--- src/rtl/fsp_pkg.sv ---
package fsp_pkg;

  localparam logic [1:0] MODE_POLL = 2'b10;

  typedef enum logic [1:0] {
    ST_IDLE = 2'd0,
    ST_CMD  = 2'd1,
    ST_STAT = 2'd2,
    ST_GAP  = 2'd3
  } pollState_t;

  typedef struct packed {
    logic loadCmd;
    logic shiftCmd;
    logic sampleBit;
    logic compare;
  } pollStrb_t;

endpackage

--- src/rtl/fsp_ctrl.sv ---
module fsp_ctrl
  import fsp_pkg::*;
#(
  parameter int CMD_BITS  = 8,
  parameter int STAT_BITS = 16,
  parameter int GAP_W     = 16
) (
  input  logic             clk,
  input  logic             rstN,
  input  logic [1:0]       cfgMode,
  input  logic             launch,
  input  logic             cfgAutoStop,
  input  logic [GAP_W-1:0] cfgInterval,
  input  logic             abortReq,
  input  logic             hit,
  output pollStrb_t        strb,
  output logic             inCmd,
  output logic             busy,
  output logic             csN,
  output logic             sck,
  output logic             abortPending
);

  localparam int MAXB  = (CMD_BITS > STAT_BITS) ? CMD_BITS : STAT_BITS;
  localparam int CNT_W = $clog2(MAXB);
  localparam logic [CNT_W-1:0] CMD_LAST  = CNT_W'(CMD_BITS - 1);
  localparam logic [CNT_W-1:0] STAT_LAST = CNT_W'(STAT_BITS - 1);

  pollState_t       state;
  logic             phase;
  logic [CNT_W-1:0] bitCnt;
  logic [GAP_W:0]   gapCnt;
  logic             abortPend;

  logic [GAP_W-1:0] ivl;
  logic [GAP_W:0]   gapLoad;
  logic             startOk;
  logic             shifting;

  assign ivl      = (cfgInterval == '0) ? GAP_W'(1) : cfgInterval;
  assign gapLoad  = {ivl, 1'b0} - (GAP_W + 1)'(1);
  assign startOk  = launch && (cfgMode == MODE_POLL);
  assign shifting = (state == ST_CMD) || (state == ST_STAT);

  always_comb begin
    strb.loadCmd   = !abortPend && (((state == ST_IDLE) && startOk) ||
                                    ((state == ST_GAP) && (gapCnt == '0)));
    strb.shiftCmd  = (state == ST_CMD) && phase;
    strb.sampleBit = (state == ST_STAT) && !phase;
    strb.compare   = !abortPend && (state == ST_STAT) && phase && (bitCnt == STAT_LAST);
  end

  always_ff @(posedge clk or negedge rstN) begin
    if (!rstN) begin
      state     <= ST_IDLE;
      phase     <= 1'b0;
      bitCnt    <= '0;
      gapCnt    <= '0;
      abortPend <= 1'b0;
    end else begin
      abortPend <= abortReq;
      if (abortPend) begin
        state  <= ST_IDLE;
        phase  <= 1'b0;
        bitCnt <= '0;
      end else begin
        case (state)
          ST_IDLE: begin
            if (startOk) begin
              state  <= ST_CMD;
              phase  <= 1'b0;
              bitCnt <= '0;
            end
          end
          ST_CMD: begin
            phase <= ~phase;
            if (phase) begin
              if (bitCnt == CMD_LAST) begin
                state  <= ST_STAT;
                bitCnt <= '0;
              end else begin
                bitCnt <= bitCnt + 1'b1;
              end
            end
          end
          ST_STAT: begin
            phase <= ~phase;
            if (phase) begin
              if (bitCnt == STAT_LAST) begin
                bitCnt <= '0;
                if (cfgAutoStop && hit) begin
                  state <= ST_IDLE;
                end else begin
                  state  <= ST_GAP;
                  gapCnt <= gapLoad;
                end
              end else begin
                bitCnt <= bitCnt + 1'b1;
              end
            end
          end
          default: begin
            if (gapCnt == '0) begin
              state <= ST_CMD;
              phase <= 1'b0;
            end else begin
              gapCnt <= gapCnt - 1'b1;
            end
          end
        endcase
      end
    end
  end

  assign inCmd        = (state == ST_CMD);
  assign busy         = (state != ST_IDLE);
  assign csN          = !shifting;
  assign sck          = shifting && phase;
  assign abortPending = abortPend;

  assert_abort_halts_R11: assert property (@(posedge clk) disable iff (!rstN)
    abortPend |=> !busy);

  assert_autostop_R8: assert property (@(posedge clk) disable iff (!rstN)
    (strb.compare && hit && cfgAutoStop) |=> !busy);

  assert_sck_in_frame_R3: assert property (@(posedge clk) disable iff (!rstN)
    sck |-> !csN);

  assert_gap_min_R10: assert property (@(posedge clk) disable iff (!rstN)
    ($rose(csN) && busy) |=> csN);

endmodule

--- src/rtl/fsp_datapath.sv ---
module fsp_datapath
  import fsp_pkg::*;
#(
  parameter int CMD_BITS  = 8,
  parameter int STAT_BITS = 16
) (
  input  logic                 clk,
  input  logic                 rstN,
  input  pollStrb_t            strb,
  input  logic                 inCmd,
  input  logic [CMD_BITS-1:0]  cfgOpcode,
  input  logic [STAT_BITS-1:0] cfgMask,
  input  logic [STAT_BITS-1:0] cfgMatch,
  input  logic                 cfgIntEn,
  input  logic                 clrStatusMatch,
  input  logic                 miso,
  output logic                 hit,
  output logic                 mosi,
  output logic                 matchFlag,
  output logic                 irq,
  output logic [STAT_BITS-1:0] statusWord
);

  localparam int NBYTES = STAT_BITS / 8;

  logic [CMD_BITS-1:0]  cmdSh;
  logic [STAT_BITS-1:0] inSh;
  logic [STAT_BITS-1:0] assembled;

  for (genvar b = 0; b < NBYTES; b++) begin : g_byteOrder
    assign assembled[b*8 +: 8] = inSh[(NBYTES-1-b)*8 +: 8];
  end

  assign hit = (((assembled ^ cfgMatch) & cfgMask) == '0);

  always_ff @(posedge clk or negedge rstN) begin
    if (!rstN) begin
      cmdSh      <= '0;
      inSh       <= '0;
      statusWord <= '0;
      matchFlag  <= 1'b0;
    end else begin
      if (strb.loadCmd)
        cmdSh <= cfgOpcode;
      else if (strb.shiftCmd)
        cmdSh <= {cmdSh[CMD_BITS-2:0], 1'b0};
      if (strb.sampleBit)
        inSh <= {inSh[STAT_BITS-2:0], miso};
      if (strb.compare)
        statusWord <= assembled;
      if (strb.compare && hit)
        matchFlag <= 1'b1;
      else if (clrStatusMatch)
        matchFlag <= 1'b0;
    end
  end

  assign mosi = inCmd && cmdSh[CMD_BITS-1];
  assign irq  = matchFlag && cfgIntEn;

  assert_flag_on_hit_R5: assert property (@(posedge clk) disable iff (!rstN)
    (strb.compare && hit) |=> matchFlag);

  assert_flag_clear_R6: assert property (@(posedge clk) disable iff (!rstN)
    (clrStatusMatch && !(strb.compare && hit)) |=> !matchFlag);

  assert_flag_hold_R5: assert property (@(posedge clk) disable iff (!rstN)
    (!strb.compare && !clrStatusMatch) |=> $stable(matchFlag));

endmodule

--- src/rtl/flash_status_poller.sv ---
module flash_status_poller
  import fsp_pkg::*;
#(
  parameter int CMD_BITS  = 8,
  parameter int STAT_BITS = 16,
  parameter int GAP_W     = 16
) (
  input  logic                 clk,
  input  logic                 rstN,
  input  logic [1:0]           cfgMode,
  input  logic                 launch,
  input  logic [CMD_BITS-1:0]  cfgOpcode,
  input  logic [STAT_BITS-1:0] cfgMask,
  input  logic [STAT_BITS-1:0] cfgMatch,
  input  logic                 cfgIntEn,
  input  logic                 cfgAutoStop,
  input  logic [GAP_W-1:0]     cfgInterval,
  input  logic                 abortReq,
  input  logic                 clrStatusMatch,
  input  logic                 miso,
  output logic                 sck,
  output logic                 csN,
  output logic                 mosi,
  output logic                 busy,
  output logic                 abortPending,
  output logic                 matchFlag,
  output logic                 irq,
  output logic [STAT_BITS-1:0] statusWord
);

  pollStrb_t strb;
  logic      hit;
  logic      inCmd;

  fsp_ctrl #(
    .CMD_BITS (CMD_BITS),
    .STAT_BITS(STAT_BITS),
    .GAP_W    (GAP_W)
  ) u_ctrl (
    .clk         (clk),
    .rstN        (rstN),
    .cfgMode     (cfgMode),
    .launch      (launch),
    .cfgAutoStop (cfgAutoStop),
    .cfgInterval (cfgInterval),
    .abortReq    (abortReq),
    .hit         (hit),
    .strb        (strb),
    .inCmd       (inCmd),
    .busy        (busy),
    .csN         (csN),
    .sck         (sck),
    .abortPending(abortPending)
  );

  fsp_datapath #(
    .CMD_BITS (CMD_BITS),
    .STAT_BITS(STAT_BITS)
  ) u_dp (
    .clk           (clk),
    .rstN          (rstN),
    .strb          (strb),
    .inCmd         (inCmd),
    .cfgOpcode     (cfgOpcode),
    .cfgMask       (cfgMask),
    .cfgMatch      (cfgMatch),
    .cfgIntEn      (cfgIntEn),
    .clrStatusMatch(clrStatusMatch),
    .miso          (miso),
    .hit           (hit),
    .mosi          (mosi),
    .matchFlag     (matchFlag),
    .irq           (irq),
    .statusWord    (statusWord)
  );

endmodule

--- config.mk ---
export PLATFORM = sky130hd
export DESIGN_NAME = flash_status_poller
export DESIGN_NICKNAME = d
export VERILOG_FILES = /design/src/rtl/fsp_pkg.sv /design/src/rtl/fsp_ctrl.sv /design/src/rtl/fsp_datapath.sv /design/src/rtl/flash_status_poller.sv
export SDC_FILE = /design/constraint.sdc
export NUM_CORES = 1
export LEC_CHECK = 0
export BUFFER_PORTS_ARGS = -buffer_cell sky130_fd_sc_hd__buf_2
export CORE_MARGIN = 3
export CORE_UTILIZATION = 49
export CTS_CLUSTER_DIAMETER = 50
export DETAILED_ROUTE_END_ITERATION = 16
export GPL_TIMING_DRIVEN = 0
export PLACE_DENSITY = 0.76
export SYNTH_ARGS = -nofsm -noshare
export SYNTH_HDL_FRONTEND = slang
export SYNTH_SLANG_ARGS = --single-unit
--- constraint.sdc ---
create_clock -name clk -period 2.1 [get_ports clk]
set_input_delay 0.63 -clock clk [delete_from_list [all_inputs] [get_ports clk]]
set_output_delay 0.63 -clock clk [all_outputs]
set_load 0.02 [all_outputs]
# Yosys cells after proc, flatten, opt, wreduce, memory -nomap -nowiden
# Index checks and enable logic that the tools add are counted.
[word_totals] regBits=66 inputBits=66 elab_cells=97
[op_classes] n_addsub=3 eq_ne=15 n_mux=30 bitwise=5 reduce_logical=35
[op_table] operator="$mux 17" n=4
[op_table] operator="$pmux 17 s2" n=1
[op_table] operator="$sub 17x1->17 const B" n=2
[op_table] operator="$logic_not 16->1" n=2
[op_table] operator="$mux 4" n=6
[op_table] operator="$logic_not 17->1" n=1
[op_table] operator="$and 16x16->16" n=1
[op_table] operator="$mux 16" n=1
[op_table] operator="$mux 2" n=8
[op_table] operator="$mux 8" n=2
[op_table] operator="$xor 16x16->16" n=1
[op_table] operator="$logic_and 1x1->1" n=14
[op_table] operator="$pmux 4 s3" n=1
[op_table] operator="$reduce_and 6->1" n=2
[op_table] operator="$reduce_bool 4->1" n=2
[op_table] operator="$eq 2x2->1 const B" n=3
[op_table] operator="$ne 2x2->1 const B" n=3
[op_table] operator="$ne 3x1->1 const B" n=2
[op_table] operator="$ne 3x3->1 const B" n=2
[op_table] operator="$pmux 2 s3" n=1
[op_table] operator="$reduce_bool 2->1" n=3
[op_table] operator="$mux 1" n=5
[op_table] operator="$reduce_bool 5->1" n=1
[op_table] operator="$add 4x1->4 const B" n=1
[op_table] operator="other kinds (13)" n=19

# Logic depth before layout (Yosys ltp)
# Gate-level depths: netlist of the first run.
[logic_depth] depth_word=9 ltp_mapped=10 depth_no_buf=9

# Cells and area by module
# Synthesis of the first run repeated with hierarchy kept, for this count alone.
[unflattened] cells_unflattened=373 hier_area_um2=3839.9
[modules_own_cells] module="fsp_ctrl" instances=1 cells_each=238 area_per_inst_um2=2023.2 seq_area_each_um2=625.6
[modules_own_cells] module="fsp_datapath" instances=1 cells_each=135 area_per_inst_um2=1816.7 seq_area_each_um2=1026.0

# Worst setup path before layout of the first run
# No wires, ideal clock.
[synth_timing] path_kind="input port to flip-flop" startpoint="input cfgInterval[9]" endpoint="register u_ctrl.gapCnt[15]" arrival_time_ps=2682 t_required_ps=1977 setup_slack_ps=-705 path_stages=9 cell_sequence="or4_1 nor4b_2 a31oi_1 ha_1 nor3b_1 and2_1 nand2b_1 xnor2_1 o221a_2"
[synth_between] elab_chain_cells=7
[synth_lines] item="start, declared" line="flash_status_poller.sv:17" source="input logic [GAP_W-1:0] cfgInterval,"
[synth_lines] item="$logic_not 16->1" line="fsp_ctrl.sv:40" source="assign ivl = (cfgInterval == '0) ? GAP_W'(1) : cfgInterval;"
[synth_lines] item="$mux 16 *" line="fsp_ctrl.sv:40"
[synth_lines] item="$sub 17x1->17 *" line="fsp_ctrl.sv:41" source="assign gapLoad = {ivl, 1'b0} - (GAP_W + 1)'(1);"
[synth_lines] item="$mux 17 *" line="fsp_ctrl.sv:91" source="if (cfgAutoStop && hit) begin"
[synth_lines] item="$mux 17 *" line="fsp_ctrl.sv:89" source="if (bitCnt == STAT_LAST) begin"
[synth_lines] item="$mux 17 *" line="fsp_ctrl.sv:88" source="if (phase) begin"
[synth_lines] item="$pmux 17 s2 *" line="fsp_ctrl.sv:67" source="case (state)"
[synth_lines] item="end signal, assigned" line="fsp_ctrl.sv:95" source="gapCnt <= gapLoad;"
[synth_lines] item="end signal, assigned" line="fsp_ctrl.sv:107" source="gapCnt <= gapCnt - 1'b1;"
[synth_lines] item="end, declared" line="fsp_ctrl.sv:32" source="logic [GAP_W:0] gapCnt;"
# Mark *: on every way between the ends. The rest lies on a longest branch, timed or not. The select of a mux whose other input is x is not followed.
# A chain may end at the register's enable or synchronous reset.

# Final worst setup path of the first run
[layout_timing] startpoint="input cfgInterval[11]" endpoint="register u_ctrl.gapCnt[11]"
[layout_between] elab_chain_cells=7
[layout_lines] item="$logic_not 16->1" line="fsp_ctrl.sv:40"
[layout_lines] item="$mux 16" line="fsp_ctrl.sv:40"
[layout_lines] item="$sub 17x1->17" line="fsp_ctrl.sv:41"
[layout_lines] item="$mux 17" line="fsp_ctrl.sv:91"
[layout_lines] item="$mux 17" line="fsp_ctrl.sv:89"
[layout_lines] item="$mux 17" line="fsp_ctrl.sv:88"
[layout_lines] item="$pmux 17 s2" line="fsp_ctrl.sv:67"
# Every way passes these cells. The select of a mux whose other input is x is not followed.

==> impl_metrics.tcl, run 1 <==
set metrics [dict create \
    chipHeight_um 95.9 \
    final-seq-area_um2 1650 \
    synthesis.area_um2 3960 \
    synth_top_area_share_pct 41.7 \
    maxCapViolCount 0 \
    fmax_mhz 408 \
    violations "negative setup slack" \
    p_per_area_nw_per_um2 925 \
    worst_ep_arrival_time_ps 2690 \
    startpoint_type "primary input" \
    grt_start_max_net_pins 67 \
    vias 3634 \
    synth.avg_cell_area_um2 10.2 \
    rsz0062_at_grt "yes" \
    setup_slack_ps -351 \
    gp_congestion 0.939 \
    placementRows 32 \
    crit_required_ps 2340 \
    total_power_mw 4.94 \
    path_clk_slew_ps 70 \
    clockBufferDepth 2 \
    first_pass_iters 5 \
    die_x_um 95.9 \
    synthTopCellsByCount "dfrtp_1 (66), mux2_2 (34), nand2_1 (32)" \
    timing.max_slew.rel_slack_pct 46.4 \
    die-area_um2 9200 \
    crit_type "in -> reg" \
    final_antenna_net_count 0 \
    finalHoldViolCount 0 \
    worst_slew_pin_slew_ps 805 \
    ctsHoldBuffers 0 \
    ys_warn_count 0 \
    synth_edf_count 0 \
    ys_seq_elements 66 \
    coreArea_um2 7810 \
    finalSetupViolations 15 \
    first_iter_violations 224 \
    slew_viol_final 0 \
    final_nets 594 \
    synthArstFlopShare_pct 100 \
    fin_util_pct 68.4 \
    dpl_cell_area_um2 4600 \
    crit_path_max_fanout 4 \
    postSynthCellCount 389 \
    cts_tree "done" \
    area_growth_syn_to_layout_pct 34.8 \
    hold_path.class "in -> async" \
    cts.sinks 66 \
    layout_min_cycle_time_ps 2450 \
    finalCritPeriodShare_pct 117 \
    drc 0 \
    max_stage_delay_ps 550 \
    htreeDepth 3 \
    status "finished with violations" \
    grt_pass1_vias 3514 \
    post-synth-top-count-cell "dfrtp_1" \
    fin_area_um2 5340 \
    diodes 0 \
    cellLeakagePower_nw 2.62 \
    clock_latency_ps 350 \
    multi_input_area_um2 2460 \
    ctsRootBufferMaster "clkbuf_8" \
    routedWlPerCell_um 16.6 \
    initial_core_util_pct 50.8 \
    io_pins 89 \
    grt_remaining_overflow 0 \
    drive_gt1_share_pct 45.6 \
    yosysTopAreaCell "dfrtp_1" \
    slowest_stage "or4_4" \
    synth.area.top_cells "dfrtp_1 (42%), mux2_2 (9.7%), xor2_1 (3.8%), nand2_1 (3.0%), o21ai_0 (2.7%)" \
    vdd_ir_drop_max_mv 0.715 \
    skew_ps 15.3 \
    routed_wl_um 10400 \
    ys.flop_type "dfrtp_1" \
    cts_made_buffers 9 \
    fin_hold_ws_ps 369 \
    r2r_cells 9 \
    cp-end-kind "flop" \
    dp_slack_ps -976 \
    dp_hpwl_um 7050 \
    grt_usage_pct 23.7 \
    port_buffers 88 \
    avgViaCountPerCell 5.81 \
    yosysSeqAreaShare_pct 41.7 \
    synth.distinct_cells 62 \
    synth_nets 463 \
    num-fill-cells 593 \
    cp_cell_sequence "buf_6 -> or4_4 -> nor4b_4 -> a31oi_2 -> ha_2 -> nor3b_4 -> and2_4 -> nand2_4 -> xnor2_2 -> o221a_2" \
    grt_pass1_wl_um 16800 \
    antenna_found_initial 0 \
]
[report_power, final]
group | internal (mW) | switching, mW | total, mW | leakage, nW
Combinational | 0.991 | 1.12 | 2.11 | 1.64
Sequential | 1.49 | 0.231 | 1.73 | 0.871
Clock | 0.606 | 0.504 | 1.11 | 0.101
[cell usage in the layout, fill, tap and decap left out, types with 5 or more instances in the layout]
cell type  netlist  routed
a21oi_1         10       9
a22oi_1         10       9
and3_1           5       5
buf_2            4      85
buf_4            1      34
buf_6            1       9
clkbuf_8         0      11
dfrtp_1         66      65
inv_1           20      16
mux2_2          34      33
mux2i_1         10      10
nand2_1         32      31
nand3_1          6       6
nor2_1          19      18
nor3_1          13       9
o21ai_0         21      18
xnor2_2          0       5
xor2_1          17      17
[worst max-delay path: cells and delay by family]
kind | cells | cell delay [ps]
xor+xnor | 1 | 80
simple gates | 5 | 1290
fa+ha+maj | 1 | 200
buf+inv | 1 | 90
compound gates | 2 | 390
[metal layers]
layer	routed length, um	GRT usage (%)	up-vias
li1	-	-	1712
met5	0	0	-
met1	4360	30.2	1748
met3	743	5.71	26
met2	5060	39.7	148
met4	236	7.70	0
[layout make-up]
type                       count  area share, %
timing repair buffer         124           14.0
clock buffer                  11           2.83
inverter                      21           1.55
tap                          102           2.39
buffer                         9           1.24
sequential                    66           30.9
clock inverter                 4          0.960
multi-input combinational    289           46.1
[final timing paths]
path	endpoint	slack (ps)	startpoint
setup / recovery	u_ctrl.gapCnt[11]	-350	cfgInterval[11]
hold / removal	u_dp.statusWord[14]	370	rstN
setup reg to reg	u_ctrl.gapCnt[10]	-210	u_ctrl.state[0]
hold reg to reg	u_dp.statusWord[14]	510	u_dp.statusWord[14]
max in group asynchronous	u_ctrl.state[1]	1160	rstN
min in group clk	u_ctrl.abortPending	390	abortReq
[kinds of logic after synthesis]
family,count (synthesis),share of synthesized area [%]
xor gates and xnor gates,26,5.75
DFF,66,41.7
adders and majority gates,8,2.53
AOI/OAI and AO/OA,94,17.7
buffers and inverters,34,3.63
muxes,44,12.2
and+or+nand+nor,117,16.5
[flip-flops by register name, summed over array words and instances, names as in the netlist]
| register | flops |
|---|---|
| u_ctrl.gapCnt | 17 |
| u_dp.inSh | 16 |
| u_dp.statusWord | 16 |
| u_dp.cmdSh | 8 |
| u_ctrl.bitCnt | 4 |
| u_ctrl.state | 2 |
| u_ctrl.abortPending | 1 |
| u_ctrl.phase | 1 |
| u_dp.matchFlag | 1 |
[metrics by stage]
step | cells | TNS, ps
2_1_floorplan | 389 | -3970
3_3_place_gp | 579 | -15730
3_5_place_dp | 579 | -16960
4_1_cts | 617 | -2110
5_1_grt | 626 | -3830
6_report | 626 | -2780
[repair_timing]
item                       in CTS  in global routing
pin swaps                      20                 15
buffers inserted               26                 11
setup endpoints to repair      47                 27
gates resized for setup        39                 26
Power figures use the tool's default switching activity.
==> inputs of run 2 (changes only) <==
--- a/config.mk
+++ b/config.mk
@@ -5,7 +5,7 @@
 export SDC_FILE = /design/constraint.sdc
 export NUM_CORES = 1
 export LEC_CHECK = 0
-export BUFFER_PORTS_ARGS = -buffer_cell sky130_fd_sc_hd__buf_2
+export BUFFER_PORTS_ARGS = -buffer_cell sky130_fd_sc_hd__clkbuf_2
 export CORE_MARGIN = 3
 export CORE_UTILIZATION = 49
 export CTS_CLUSTER_DIAMETER = 50
==> run 2 against run 1 <==
The flow still finishes with violations (negative setup slack); first-iteration DRC count increased by 24%; via count increased by 3.0%; cell area increased by 3.3%; register-to-register slack improved by 70 ps; flip-flop and latch count unchanged; global-route usage increased by 0.64 points; worst hold slack improved by 16 ps; critical path type unchanged; clock-buffer cell count decreased by 2.
==> impl_metrics.tcl, run 2 (synthesis gave the netlist of run 1 again) <==
set metrics [dict create \
    multi_input_area_um2 2500 \
    p_int_mw 3.21 \
    clock_latency_ps 350 \
    coreArea_um2 7810 \
    grt_usage_pct 24.3 \
    timing.max_slew.rel_slack_pct 39.6 \
    avgViaCountPerCell 5.87 \
    diodes 0 \
    first_iter_violations 278 \
    crit_required_ps 2340 \
    area_growth_syn_to_layout_pct 39.3 \
    final_nets 605 \
    cellLeakagePower_nw 2.68 \
    placementRows 32 \
    final_cell_mix "clkbuf_2 (84), dfrtp_1 (65), buf_4 (38), mux2_2 (33), nand2_1 (29)" \
    dp_slack_ps -941 \
    die_x_um 95.9 \
    fmax_mhz 410 \
    crit_type "in -> reg" \
    p_comb_share_pct 43.1 \
    p_per_area_nw_per_um2 936 \
    htreeDepth 3 \
    initial_core_util_pct 50.8 \
    ctsRootBufferMaster "clkbuf_8" \
    grt_start_max_net_pins 67 \
    cts_tree "done" \
    vias 3742 \
    violations "negative setup slack" \
    drc 0 \
    cts_made_buffers 9 \
    final-seq-area_um2 1650 \
    status "finished with violations" \
    total_power_mw 5.17 \
    largestRegisters "u_ctrl.gapCnt (17), u_dp.inSh (16), u_dp.statusWord (16)" \
    p_seq_share_pct 33.3 \
    setup_tns_ps -2110 \
    finalSetupViolations 14 \
    largest-register "u_ctrl.gapCnt" \
    worst_slew_pin_slew_ps 906 \
    hold_path.class "in -> reg" \
    crit_path_max_fanout 4 \
    port_buffers 88 \
    p_sw_share_pct 37.8 \
    largest_register_ffs 17 \
    slew_viol_final 0 \
    worst_ep_arrival_time_ps 2680 \
    routedWlPerCell_um 17.1 \
    layout_min_cycle_time_ps 2440 \
    cts.sinks 66 \
    startpoint_type "primary input" \
    finalCritPeriodShare_pct 116 \
    grt_pass1_wl_um 17300 \
    io_pins 89 \
    dpl_cell_area_um2 4600 \
    maxCapViolCount 0 \
    routed_wl_um 10900 \
    final_common_cell "clkbuf_2" \
    dp_hpwl_um 7150 \
    fin_area_um2 5520 \
    vdd_ir_drop_max_mv 0.660 \
    gp_congestion 0.940 \
    fin_util_pct 70.7 \
    grt_remaining_overflow 0 \
    cp-end-kind "flop" \
    ctsHoldBuffers 0 \
    p_clk_share_pct 23.6 \
    path_clk_slew_ps 80 \
    skew_ps 13.0 \
    setup_slack_ps -337 \
    p_sw_mw 1.95 \
    rsz0062_at_grt "yes" \
    finalHoldViolCount 0 \
    drive_gt1_share_pct 47.6 \
    antenna_found_initial 0 \
    grt_pass1_vias 3701 \
    final_antenna_net_count 0 \
    num-fill-cells 574 \
    chipHeight_um 95.9 \
    clockBufferDepth 2 \
    die-area_um2 9200 \
    first_pass_iters 6 \
]
run 2: cell count changes in the layout (fill, tap and decap cells not counted), moves of 4 or more:
cell / before / now
buf_2: 85 / 1
clkbuf_2: 1 / 84
buf_6: 9 / 13
o21ai_1: 2 / 8
buf_4: 34 / 38
o21ai_0: 18 / 12
run 2: power groups by stage:
stage                     Clock (mW)  Sequential [mW]  Combinational [mW]
final                           1.22             1.72                2.23
after global routing            1.29             1.75                2.41
after CTS                       1.22             1.70                1.92
after detailed placement           0             1.74                1.60
after global placement             0             1.73                1.57
after floorplan                    0             1.67                1.22
run 2: metal layers:
layer	global-route usage, %	up-vias	share of wire [%]
met5	0	-	0
met4	12.1	0	2.5
met3	4.61	30	7.9
met2	40.0	171	49
met1	30.7	1808	40
li1	-	1733	-
run 2: worst paths after layout:
kind	startpoint	end	slack [ps]	cells after the start
max reg2reg	u_ctrl.state[0]	u_ctrl.gapCnt[5]	-140	8
max in group asynchronous	rstN	u_ctrl.gapCnt[6]	1040	1
min in group asynchronous	rstN	u_dp.statusWord[12]	420	1
max	cfgInterval[8]	u_ctrl.gapCnt[11]	-340	10
min	abortReq	u_ctrl.abortPending	390	1
min reg2reg	u_dp.statusWord[12]	u_dp.statusWord[12]	510	1
run 2: through the flow:
step | std cells | hold slack, ps
floorplan | 389 | 334
global placement | 579 | 490
detailed placement | 579 | 496
CTS | 621 | 376
global route | 638 | 374
finish | 638 | 385
run 2: layout make-up:
cell class / instances / area share, %
multi-input combinational: 289 / 45.3
sequential: 66 / 29.9
timing repair buffer: 133 / 15.3
tap: 102 / 2.31
clock buffer: 9 / 2.24
clock inverter: 7 / 1.81
buffer: 11 / 1.56
inverter: 21 / 1.52
run 2: critical path, cell delays in order:
cell and delay [ps]:
clkbuf_8 110, or4_4 520, nor4b_4 290, a31oi_2 140, ha_2 200, nor3b_4 160
and2_4 200, nand2_4 90, xnor2_4 80, o221a_2 240
run 2: timing repair:
item | 4_1_cts | 5_1_grt
gates resized for setup | 43 | 52
pin swaps | 19 | 18
endpoints found under the setup margin | 47 | 58
setup buffers | 27 | 20
cloned | 0 | 1
==> inputs of run 3 (changes only) <==
--- a/config.mk
+++ b/config.mk
@@ -5,13 +5,14 @@
 export SDC_FILE = /design/constraint.sdc
 export NUM_CORES = 1
 export LEC_CHECK = 0
+export ABC_AREA = 1
 export BUFFER_PORTS_ARGS = -buffer_cell sky130_fd_sc_hd__clkbuf_2
 export CORE_MARGIN = 3
-export CORE_UTILIZATION = 49
+export CORE_UTILIZATION = 50
 export CTS_CLUSTER_DIAMETER = 50
 export DETAILED_ROUTE_END_ITERATION = 16
 export GPL_TIMING_DRIVEN = 0
-export PLACE_DENSITY = 0.76
+export PLACE_DENSITY = 0.77
 export SYNTH_ARGS = -nofsm -noshare
 export SYNTH_HDL_FRONTEND = slang
 export SYNTH_SLANG_ARGS = --single-unit
==> run 3 against run 2 <==
The flow now finishes without violations; clock-buffer cell count grew 2; synthesized cell count is 62% higher; sequential share of layout area grew 2.0 points; worst setup slack improved by 360 ps; sequential power grew 8%; via count is 18% higher; critical path depth is 7 higher; highest routed layer unchanged.
==> impl_metrics.tcl, run 3 <==
set metrics [dict create \
    path_buf_inv 4 \
    rsz0062_at_grt "yes" \
    setup_slack_ps 26.3 \
    final_common_cell "nand2_1" \
    largest_register_ffs 17 \
    startpoint_type "primary input" \
    p_comb_share_pct 44.8 \
    gp_congestion 0.875 \
    dp_hpwl_um 8510 \
    crit_required_ps 2340 \
    cts_made_buffers 9 \
    cp_cell_sequence "buf_2 -> nor2_2 -> nand2_1 -> nor2_2 -> nand2_2 -> buf_6 -> nand2_1 -> inv_2 -> ha_4 -> nand2_4 -> inv_1 -> nand2_1 -> a21oi_1 -> o21ai_1 -> o21ai_1 -> nand3_1 -> nand2_1" \
    worstReg2RegStart "u_ctrl.state[0]" \
    skew_ps 10.4 \
    p_seq_share_pct 33.0 \
    yosysSeqAreaShare_pct 39.1 \
    chipHeight_um 97.9 \
    largest-register "u_ctrl.gapCnt" \
    area_growth_syn_to_layout_pct 22.5 \
    synth.area.top_cells "dfrtp_1 (39%), nand2_1 (18%), nor2_1 (8.3%), nand3_1 (7.2%), inv_1 (6.1%)" \
    synth_nets 706 \
    cpMostUsedCell "nand2_1" \
    ys_warn_count 0 \
    finalSetupViolations 0 \
    final_cells 840 \
    worst_ep_arrival_time_ps 2310 \
    synth.distinct_cells 31 \
    largestRegisters "u_ctrl.gapCnt (17), u_dp.inSh (16), u_dp.statusWord (16)" \
    routedWlPerCell_um 13.8 \
    first_iter_violations 303 \
    worst_slew_pin_slew_ps 911 \
    max_stage_delay_ps 160 \
    grt_pass1_wl_um 19200 \
    cts_tree "done" \
    ys.flop_type "dfrtp_1" \
    path_clk_slew_ps 80 \
    htreeDepth 3 \
    drive_gt1_share_pct 21.5 \
    final_nets 808 \
    routed_wl_um 11600 \
    yosysTopAreaCell "dfrtp_1" \
    p_sw_mw 2.42 \
    cts.sinks 66 \
    first_pass_iters 4 \
    finalCritPeriodShare_pct 98.7 \
    grt_pass1_vias 4128 \
    min_to "u_ctrl.abortPending" \
    slew_viol_final 0 \
    synth_edf_count 0 \
    hold_path.class "in -> reg" \
    hp-start "abortReq" \
    ctsRootBufferMaster "clkbuf_8" \
    slowest_stage "ha_4" \
    diodes 0 \
    cellLeakagePower_nw 2.75 \
    finalHoldViolCount 0 \
    die_x_um 97.9 \
    cp-end-kind "flop" \
    grt_remaining_overflow 0 \
    antenna_found_initial 0 \
    maxCapViolCount 0 \
    grt_start_max_net_pins 67 \
    io_pins 89 \
    r2r_cells 10 \
    dp.cells 822 \
    fin_hold_ws_ps 386 \
    dp_slack_ps -546 \
    p_sw_share_pct 43.0 \
    hold_path_depth 1 \
    coreArea_um2 7970 \
    drc 0 \
    final_cell_mix "nand2_1 (201), nor2_1 (86), clkbuf_2 (85), inv_1 (65), dfrtp_1 (65)" \
    final_antenna_net_count 0 \
    clockBufferDepth 2 \
    die-area_um2 9590 \
    synthesis.area_um2 4230 \
    crit_type "in -> reg" \
    vdd_ir_drop_max_mv 0.781 \
    timing.max_slew.rel_slack_pct 39.3 \
    clock_latency_ps 350 \
    p_int_mw 3.21 \
    rrSetupSlack_ps 160 \
    status "finished clean" \
    crit_family "simple AND/OR/NAND/NOR gates" \
    placementRows 32 \
    r2r_end "u_ctrl.gapCnt[5]" \
    avgViaCountPerCell 5.25 \
    fmax_mhz 482 \
    grt_usage_pct 24.3 \
    postSynthCellCount 632 \
    synth.avg_cell_area_um2 6.69 \
    ys_seq_elements 66 \
    p_clk_share_pct 22.2 \
    synthTopCellsByCount "nand2_1 (203), nor2_1 (94), inv_1 (69)" \
    p_per_area_nw_per_um2 1090 \
    port_buffers 88 \
    post-synth-top-count-cell "nand2_1" \
    synthArstFlopShare_pct 100 \
    synth_top_area_share_pct 39.1 \
    layout_min_cycle_time_ps 2070 \
    vias 4411 \
    crit_path_max_fanout 10 \
    initial_core_util_pct 53.0 \
]
-- run 3: power groups by stage --
stage	Sequential (mW)	Clock, mW	Combinational [mW]
after floorplan	1.80	0	1.81
after global placement	1.85	0	2.30
after detailed placement	1.86	0	2.37
after CTS	1.84	1.27	2.41
after global routing	1.89	1.32	2.85
final	1.86	1.25	2.53
-- run 3: timing repair --
item	in CTS	in global routing
setup buffers	2	1
gates resized for setup	15	31
gates cloned	0	0
endpoints found under the setup margin	16	40
hold buffers	0	0
pin swaps	3	2
endpoints found under the hold margin	0	0
-- run 3: how the worst max path moves through the flow --
stage,startpoint,endpoint,slack (ps),cells after the start
6_report,cfgInterval[5],u_ctrl.gapCnt[13],30,17
5_1_grt,cfgInterval[5],u_ctrl.gapCnt[13],-70,17
4_1_cts,u_ctrl.state[1],mosi,-20,5
3_5_place_dp,cfgInterval[4],u_ctrl.gapCnt[11],-550,16
3_3_place_gp,cfgInterval[11],u_ctrl.gapCnt[13],-460,17
2_1_floorplan,cfgInterval[7],u_ctrl.gapCnt[15],-20,16
-- run 3: kinds of logic (layout without fill, tap and decap cells) --
| group | Yosys count | in the layout | synth area share, % |
|---|---|---|---|
| XOR/XNOR | 13 | 13 | 2.69 |
| flip-flops | 66 | 66 | 39.1 |
| adder cells (fa/ha/maj) | 8 | 8 | 2.37 |
| multiplexers | 1 | 1 | 0.266 |
| AND/OR/NAND/NOR | 386 | 386 | 38.6 |
| AO/OA/AOI/OAI | 73 | 73 | 8.97 |
| buffers and inverters | 85 | 191 | 8.02 |
-- run 3: final cells by class --
type | instances | area, um2
inverters | 72 | 273
repair buffers | 91 | 470
well taps | 102 | 128
plain buffers | 13 | 82.6
flip-flops and latches | 66 | 1650
fillers | 744 | 2790
multi-input cells | 481 | 2350
clock inverters | 4 | 75.1
clock buffers | 11 | 151
-- run 3: per-stage QoR --
| stage | TNS, ps | instance area (um2) | power (mW) | utilization [%] |
|---|---|---|---|---|
| after floorplan | -16.5 | 4230 | 3.61 | - |
| after global placement | -5980 | 4800 | 4.15 | 60.2 |
| after detailed placement | -3210 | 4800 | 4.23 | 60.2 |
| after CTS | -35.2 | 5080 | 5.52 | 63.7 |
| after global routing | -76.8 | 5180 | 6.07 | 65.0 |
| final | 0 | 5180 | 5.64 | 65.0 |
-- run 3: per-layer routing --
| layer | routed length (um) | part of all wire, % | track usage [%] |
|---|---|---|---|
| met2 | 5400 | 47 | 39.1 |
| met3 | 665 | 5.8 | 4.43 |
| met1 | 5290 | 46 | 33.6 |
| met4 | 191 | 1.7 | 7.35 |
| met5 | 0 | 0 | 0 |
